**src/rtl/jmpu_pkg.sv**
```systemverilog
package jmpu_pkg;

  // Strobes passed from the decode logic to the datapath
  typedef struct packed {
    logic captureTarget; // record wrData as the new target on the next edge
    logic loadDirect;    // program counter takes wrData
    logic loadStored;    // program counter takes the stored target
    logic readTarget;    // read-back shows the stored target
  } jmpu_strobe_t;

endpackage

```
**src/rtl/jmpu_ctrl.sv**
```systemverilog
module jmpu_ctrl
  import jmpu_pkg::*;
#(
  parameter int ADDR_W     = 2,
  parameter int OFS_DIRECT = 0,
  parameter int OFS_TARGET = 1,
  parameter int OFS_TESTZ  = 2
) (
  input  logic              wrEn,
  input  logic [ADDR_W-1:0] addr,
  input  logic              dataIsZero,
  output jmpu_strobe_t      strobes
);

  localparam logic [ADDR_W-1:0] SelDirect = ADDR_W'(OFS_DIRECT);
  localparam logic [ADDR_W-1:0] SelTarget = ADDR_W'(OFS_TARGET);
  localparam logic [ADDR_W-1:0] SelTestZ  = ADDR_W'(OFS_TESTZ);

  logic hitDirect;
  logic hitTarget;
  logic hitTestZ;

  always_comb begin
    hitDirect = (addr == SelDirect);
    hitTarget = (addr == SelTarget);
    hitTestZ  = (addr == SelTestZ);
  end

  always_comb begin
    strobes               = '0;
    strobes.readTarget    = hitTarget;
    strobes.captureTarget = wrEn && hitTarget;
    strobes.loadDirect    = wrEn && hitDirect;
    strobes.loadStored    = wrEn && hitTestZ && dataIsZero;
  end

endmodule

```
**src/rtl/jmpu_dpath.sv**
```systemverilog
module jmpu_dpath
  import jmpu_pkg::*;
#(
  parameter int DATA_W = 8
) (
  input  logic              clk,
  input  logic              rstN,
  input  logic [DATA_W-1:0] wrData,
  input  jmpu_strobe_t      strobes,
  output logic              dataIsZero,
  output logic [DATA_W-1:0] pcLoadVal,
  output logic              pcLoad,
  output logic [DATA_W-1:0] rdData
);

  logic [DATA_W-1:0] targetQ;

  always_ff @(posedge clk or negedge rstN) begin
    if (!rstN) begin
      targetQ <= '0;
    end else if (strobes.captureTarget) begin
      targetQ <= wrData;
    end
  end

  always_comb dataIsZero = ~|wrData;

  always_comb begin
    pcLoad    = strobes.loadDirect || strobes.loadStored;
    pcLoadVal = strobes.loadDirect ? wrData : targetQ;
    rdData    = strobes.readTarget ? targetQ : '0;
  end

endmodule

```
**src/rtl/jmpu_top.sv**
```systemverilog
module jmpu_top
  import jmpu_pkg::*;
#(
  parameter int DATA_W     = 8,
  parameter int ADDR_W     = 2,
  parameter int OFS_DIRECT = 0,
  parameter int OFS_TARGET = 1,
  parameter int OFS_TESTZ  = 2
) (
  input  logic              clk,
  input  logic              rstN,
  input  logic              wrEn,
  input  logic [ADDR_W-1:0] addr,
  input  logic [DATA_W-1:0] wrData,
  output logic [DATA_W-1:0] pcLoadVal,
  output logic              pcLoad,
  output logic [DATA_W-1:0] rdData
);

  jmpu_strobe_t strobes;
  logic         dataIsZero;

  jmpu_ctrl #(
    .ADDR_W    (ADDR_W),
    .OFS_DIRECT(OFS_DIRECT),
    .OFS_TARGET(OFS_TARGET),
    .OFS_TESTZ (OFS_TESTZ)
  ) u_ctrl (
    .wrEn      (wrEn),
    .addr      (addr),
    .dataIsZero(dataIsZero),
    .strobes   (strobes)
  );

  jmpu_dpath #(
    .DATA_W(DATA_W)
  ) u_dpath (
    .clk       (clk),
    .rstN      (rstN),
    .wrData    (wrData),
    .strobes   (strobes),
    .dataIsZero(dataIsZero),
    .pcLoadVal (pcLoadVal),
    .pcLoad    (pcLoad),
    .rdData    (rdData)
  );

endmodule

```
**config.mk**
```make
export PLATFORM = sky130hd
export DESIGN_NAME = jmpu_top
export DESIGN_NICKNAME = d
export VERILOG_FILES = /design/src/rtl/jmpu_pkg.sv /design/src/rtl/jmpu_ctrl.sv /design/src/rtl/jmpu_dpath.sv /design/src/rtl/jmpu_top.sv
export SDC_FILE = /design/constraint.sdc
export NUM_CORES = 1
export LEC_CHECK = 0
export ABC_AREA = 1
export BUFFER_PORTS_ARGS = -buffer_cell sky130_fd_sc_hd__buf_2
export CAP_MARGIN = 20
export CORE_UTILIZATION = 43
export CTS_CLUSTER_DIAMETER = 200
export CTS_CLUSTER_SIZE = 16
export DETAILED_ROUTE_END_ITERATION = 10
export PLACE_DENSITY = 0.76
export REMOVE_ABC_BUFFERS = 1
export SYNTH_ARGS = -nofsm -noshare
export SYNTH_HDL_FRONTEND = slang
export SYNTH_SLANG_ARGS = --single-unit
export TNS_END_PERCENT = 100
```
**constraint.sdc**
```tcl
create_clock -name clk -period 0.8 [get_ports clk]
set_input_delay 0.08 -clock clk [delete_from_list [all_inputs] [get_ports clk]]
set_output_delay 0.08 -clock clk [all_outputs]
set_load 0.05 [all_outputs]
```
# Yosys cells after proc, flatten, opt, wreduce, memory -nomap -nowiden

Cells that the tools add are included.

Register bits: 8
Bits of input ports: 13
Output and inout bits: 17
Word-level logic and storage cells: 13

Equality and inequality tests: 2
Multiplexer cells: 2
Reduce and logical (&&, ||, !) cells: 8

Operators with widths:

| kind                                                            | number |
|---|---|
| 8-bit 2-to-1 mux                                                | 2 |
| 8-bit OR reduction                                              | 1 |
| 1-bit logical AND                                               | 4 |
| 2-bit by 1-bit == test with 1-bit output, second input constant | 1 |
| 2-bit == test, second input constant                            | 1 |
| 2-bit logical NOT                                               | 1 |
| 1-bit logical NOT                                               | 1 |
| 1-bit logical OR                                                | 1 |

# Longest topological paths before layout

Gate-level depths: netlist of the first run.

Word-level depth: 4
Mapped depth: 6
Gate-level depth less buffers: 5

# Cells and area by module

Synthesis of the first run repeated with hierarchy kept, for this count alone.

Cells, all modules: 86
Area, all modules: 541.8 um2

Modules (own cells, without submodules):

| module     | times used | cells each | area an instance (um2) | sequential area each (um2) |
|---|---|---|---|---|
| jmpu_dpath | 1          | 75         | 494.2                  | 200.2 |
| jmpu_ctrl  | 1          | 11         | 47.5                   | 0.0 |

# Worst setup path before layout of the first run

No wires, ideal clock.

Kind: register -> output
From: reg u_dpath.targetQ[6]
To: out rdData[6]
Arrival time: 1.055 ns
Data required time: 0.720 ns
Slack: -0.335 ns
Cell stages (with the launch flop): 3
Buffers on the path: 0
Path through: dfrtp_1 inv_1 nor2_1

Cells in the longest elaborated chain, start to end: 1

RTL lines:

| what                     | line             | source |
|---|---|---|
| start: declaration       | jmpu_dpath.sv:16 | `logic [DATA_W-1:0] targetQ;` |
| start signal: assignment | jmpu_dpath.sv:22 | `targetQ <= wrData;` |
| 8-bit 2-to-1 mux         | jmpu_dpath.sv:31 | `rdData = strobes.readTarget ? targetQ : '0;` |
| end: declaration         | jmpu_top.sv:17   | `output logic [DATA_W-1:0] rdData` |

Every way passes these cells.

# Worst setup path in the final report of the first run

From: reg u_dpath.targetQ[1]
To: out rdData[1]

Same word-level chain as after synthesis.

==> impl_metrics.ini, run 1 <==
[run_status]
status = complete, but fails checks
violations = negative setup slack

[logic_synthesis]
yosys.area_share.adder = 0
synth_compound_area_frac = 0.236
postSynthCellCount = 82
yosys_register_bits = 8
synthMuxAreaShare = 0
yosys_warnings = 0
synth_cell_type_count = 10
synth_xor_area_frac = 0
syn_area_um2 = 593
synth_top_family_by_area = simple AND/OR/NAND/NOR gates
yosysSeqAreaShare = 0.338
synth_simple_gate_area_share = 0.274
syn_area_per_cell_um2 = 7.23

[timing]
slew_headroom = 0.751
hold_viol = 0
worst_pin_slew_ps = 373
maxSlewViolCount = 0
period_needed_ps = 1080
worst_slack_ps = -280
finalSetupViolations = 17
max_freq_mhz = 926
clock_skew_ps = 0
period_share = 1.35
rsz0062_at_grt = yes

[cells_and_area]
drive_above_1_share = 0.610
area_growth_pct = 82.7
regMostFlops = u_dpath.targetQ
nFillCells = 70
final_area_um2 = 1080
diodes = 0
top_regs = u_dpath.targetQ (8)
fin_nets = 138
largest_reg_flops = 8

[worst_setup_path]
r2r_start = u_dpath.targetQ[7]
timing.critical_path.from = u_dpath.targetQ[1]
cp_max_fo = 3
worstSetupEndpointType = output port
worstSetupPathType = flop to output port
required_ps = 720
endpoint = rdData[1]
start_kind = flop
path_cells = inv_1, nor2_1, buf_6
cp.arrival_ps = 1000
max_stage_delay_ps = 370
r2r_cells = 3
cpMaxStageDelayCell = dfrtp_1
r2r_end = u_dpath.targetQ[7]
reg2reg_setup_slack_ps = 40

[placed_design]
place_ws_ps = -216
io_buffers = 29
place_area_um2 = 792
routabilityCongestion = 0.728
dp_hpwl_um = 926

[floorplanning]
die_w_um = 39.1
core_um2 = 1280
rows = 13
dieArea_um2 = 1530
initial_core_util = 0.462
ios = 30
fp.dieH_um = 39.1

[clock_tree]
cts_tree = yes
cts_buffers = 3
path_clk_slew_ps = 60
insertion_delay_ps = 250
cts-root-buf = clkbuf_4
cts.sinks = 8
htreeDepth = 1
cts_buffer_depth = 2

[pwr]
leakagePower_uw = 0.000570
total_power_uw = 1860
powerDensity_nw_per_um2 = 1720
ir_drop_uv = 1220

[drt]
wl_per_cell_um = 11.9
wirelength_mm = 1.64
drc = 0
first_pass_iters = 4
via_per_inst = 4.72
ant_nets = 0
vias = 651
drtIter0Drc = 12

[run]
maxCapViolations = 0

[global_routing]
grt_pass1_wl_mm = 2.26
grt_overflow = 0
track_usage = 0.221
antenna_found_initial = 0
grt_max_degree = 17
first_global_vias = 602

[worst_hold_path]
worstHoldPathType = primary input to flop
[synthesized netlist by cell type]
master    n  share of area
nand2_2   2          0.021
nor2_1   13          0.082
dfrtp_1   8           0.34
nand2_4   1          0.019
inv_1    17           0.11
nand2_1  21           0.13
nor2_4    1          0.019
o21ai_2  16           0.24
inv_2     1         0.0063
buf_6     2          0.038
[layout by cell type, fill, tap and decap left out]
master         synthesis  routed
buf_12                 0       1
buf_16                 0       1
buf_2                  0       6
buf_4                  0       8
buf_6                  2      21
buf_8                  0       2
clkbuf_4               0       3
dfrtp_1                8       8
dlygate4sd3_1          0       1
inv_1                 17      17
inv_4                  0       1
nand2_1               21      19
nand2_2                2       2
nand2_4                1       3
nor2_1                13       3
nor2_2                 0       7
nor2_4                 1       4
o21ai_2               16      16
[where the power goes]
part | internal, uW | total, uW | switching [uW]
Combinational | 402 | 1020 | 616
Clock | 173 | 324 | 151
Sequential | 470 | 522 | 52.1
Total | 1040 | 1860 | 819
[through the flow]
stage | util | setup TNS [ps] | hold slack, ps | std cells
floorplan | - | -4150 | -216 | 80
global placement | 0.616 | -2680 | -67.1 | 130
detailed placement | 0.616 | -2940 | -61.9 | 130
CTS | 0.799 | -3540 | 101 | 137
global route | 0.843 | -4280 | 122 | 138
finish | 0.843 | -3660 | 109 | 138
[routing by layer]
layer | part of all wire | track usage
met5 | 0 | 0
met4 | 0.0067 | 0.0776
met3 | 0.035 | 0.0347
met2 | 0.54 | 0.408
met1 | 0.42 | 0.251
[cell type report]
type,instances,area (um^2),area share
clock buffer,3,22.5,0.0208
inverter,18,70.1,0.0647
multi-input combinational,54,358,0.330
sequential,8,200,0.185
tap,15,18.8,0.0173
timing repair buffer,40,414,0.382
[logic make-up after synthesis]
logic type / count (synthesis)
AO/OA/AOI/OAI: 16
flip-flops: 8
AND/OR/NAND/NOR: 38
buffers and inverters: 20
[worst max-delay path, delay by kind of cell (launching register included)]
kind,cells,cell delay [ps]
buf+inv,2,230
simple gates,1,140
flops,1,370
[how the worst min path moves through the flow]
stage / start / to / slack, ps / depth (start not counted)
floorplan: rstN / u_dpath.targetQ[0] / -220 / 0
global placement: rstN / u_dpath.targetQ[5] / -70 / 1
detailed placement: rstN / u_dpath.targetQ[5] / -60 / 1
CTS: wrData[3] / u_dpath.targetQ[3] / 100 / 3
global route: wrData[6] / u_dpath.targetQ[6] / 120 / 3
finish: wrData[6] / u_dpath.targetQ[6] / 110 / 3
[timing repair]
item / 4_1_cts / 5_1_grt
setup buffers: 2 / 2
cloned: 1 / 0
setup endpoints to repair: 17 / 18
gates resized for setup: 47 / 15
hold endpoints to repair: 8 / 0
hold buffers: 1 / 0
pin swaps: 17 / 8
Note: power is estimated with default switching activity, not from simulation.
==> run 2, diff against run 1 <==
--- a/config.mk
+++ b/config.mk
@@ -6,13 +6,15 @@
 export NUM_CORES = 1
 export LEC_CHECK = 0
 export ABC_AREA = 1
-export BUFFER_PORTS_ARGS = -buffer_cell sky130_fd_sc_hd__buf_2
+export BUFFER_PORTS_ARGS = -buffer_cell sky130_fd_sc_hd__buf_4
 export CAP_MARGIN = 20
-export CORE_UTILIZATION = 43
+export CELL_PAD_IN_SITES_DETAIL_PLACEMENT = 1
+export CELL_PAD_IN_SITES_GLOBAL_PLACEMENT = 2
+export CORE_UTILIZATION = 24
 export CTS_CLUSTER_DIAMETER = 200
 export CTS_CLUSTER_SIZE = 16
 export DETAILED_ROUTE_END_ITERATION = 10
-export PLACE_DENSITY = 0.76
+export PLACE_DENSITY_LB_ADDON = 0.1
 export REMOVE_ABC_BUFFERS = 1
 export SYNTH_ARGS = -nofsm -noshare
 export SYNTH_HDL_FRONTEND = slang
==> constraint.sdc (replaced) <==
create_clock -name clk -period 1.29 [get_ports clk]
set_input_delay 0.129 -clock clk [delete_from_list [all_inputs] [get_ports clk]]
set_output_delay 0.129 -clock clk [all_outputs]
set_load 0.05 [all_outputs]
==> impl_metrics.ini, run 2 (synthesis results as in run 1) <==
[drt]
wl_per_cell_um = 10.9
wirelength_mm = 1.54
drc = 0
ant_nets = 0
via_per_inst = 4.26
drtIter0Drc = 7
vias = 600
first_pass_iters = 4

[worst_setup_path]
max_stage_delay_ps = 380
reg2reg_setup_slack_ps = 630
worstSetupEndpointType = output port
start_kind = flop
cp.arrival_ps = 1000
worstSetupPathType = flop to output port
path_cells = inv_1, nor2_1, buf_4
crit_family = flip-flops
path_buf_inv = 2
required_ps = 1160
worst-path-stages = 3
cp_max_fo = 3
cpMaxStageDelayCell = dfrtp_1
r2r_cells = 2

[timing]
period_share = 0.877
hold_viol = 0
slew_headroom = 0.801
rsz0062_at_grt = no
tns_ps = 0
period_needed_ps = 1130
maxSlewViolCount = 0
max_freq_mhz = 884
finalSetupViolations = 0
clock_skew_ps = 0
worst_pin_slew_ps = 298

[placed_design]
io_buffers = 29
dp_hpwl_mm = 1.17
dp_cells = 137
routabilityCongestion = 0.697

[worst_hold_path]
whs_path_depth = 3
worstHoldPathType = primary input to flop

[cells_and_area]
fin_nets = 128
drive_above_1_share = 0.469
area_growth_pct = 45.1
largest_reg_flops = 8
stdcell_count = 141
diodes = 0
utilization = 0.378
top_regs = u_dpath.targetQ (8)
final_cell_mix = buf_4 (29), nand2_1 (21), inv_1 (17)
final_common_cell = buf_4
regMostFlops = u_dpath.targetQ

[clock_tree]
insertion_delay_ps = 250
cts_buffers = 3
cts.sinks = 8
path_clk_slew_ps = 60
htreeDepth = 1
cts_buffer_depth = 2
cts-root-buf = clkbuf_4
cts_tree = yes

[floorplanning]
initial_core_util = 0.261
ios = 30
fp.dieH_um = 51.7
core_um2 = 2280
dieArea_um2 = 2670
rows = 17
die_w_um = 51.7

[run_status]
status = finished clean

[global_routing]
track_usage = 0.129
antenna_found_initial = 0
first_global_vias = 552
grt_overflow = 0
grt_pass1_wl_mm = 2.43
grt_max_degree = 18

[run]
maxCapViolations = 0

[pwr]
leakagePower_uw = 0.000485
total_power_uw = 1030
ir_drop_uv = 389
powerDensity_nw_per_um2 = 1190
==> run 2: changes by cell type in the layout (fill, tap and decap cells not counted), moves of 2 or more <==
cell and delta:
nor2_2 -7, nor2_1 +10, nor2_4 -3, buf_6 -21, buf_2 -6, buf_8 -2
buf_4 +21, nand2_1 +2
==> run 2: tightest hold or removal path, delay by kind of cell <==
kind,cells,cell delay (ps)
buf+inv,2,140
compound gates,1,120
==> run 2: worst paths after layout <==
check,endpoint,startpoint
min in group asynchronous,u_dpath.targetQ[2],rstN
max reg2reg,u_dpath.targetQ[2],u_dpath.targetQ[2]
min,u_dpath.targetQ[4],wrData[4]
min reg2reg,u_dpath.targetQ[1],u_dpath.targetQ[1]
max in group asynchronous,u_dpath.targetQ[5],rstN
max,rdData[3],u_dpath.targetQ[3]
==> run 2: repair_timing <==
action	CTS	global route
hold buffers	1	0
gates resized for setup	0	1
buffers inserted	0	0
endpoints found under the hold margin	8	0
endpoints found under the setup margin	0	2
==> run 2: layer usage <==
metal,vias to the layer above,part of all wire,track usage
met1,272,0.40,0.141
met3,2,0.050,0.0205
met2,19,0.53,0.223
met4,0,0.018,0.0946
li1,307,-,-
met5,-,0,0
==> run 2: cell type report <==
cell class | count | area [um^2]
sequential | 8 | 200
fill | 292 | 1420
timing repair buffer | 30 | 228
tap | 28 | 35.0
clock buffer | 3 | 22.5
inverter | 18 | 67.6
multi-input combinational | 54 | 308
==> run 2: report_power, final <==
group | internal, uW | switching, uW | total (uW)
clock network | 107 | 90.8 | 198
registers | 291 | 31.9 | 323
logic | 167 | 340 | 507
==> run 2: metrics by stage <==
step | hold WS, ps | setup WS [ps] | instance area [um^2]
detailed placement | -41.0 | 87.5 | 823
CTS | 167 | 84.8 | 856
floorplan | -167 | 106 | 571
finish | 171 | 159 | 861
global route | 174 | 86.9 | 861
global placement | -39.8 | 112 | 823
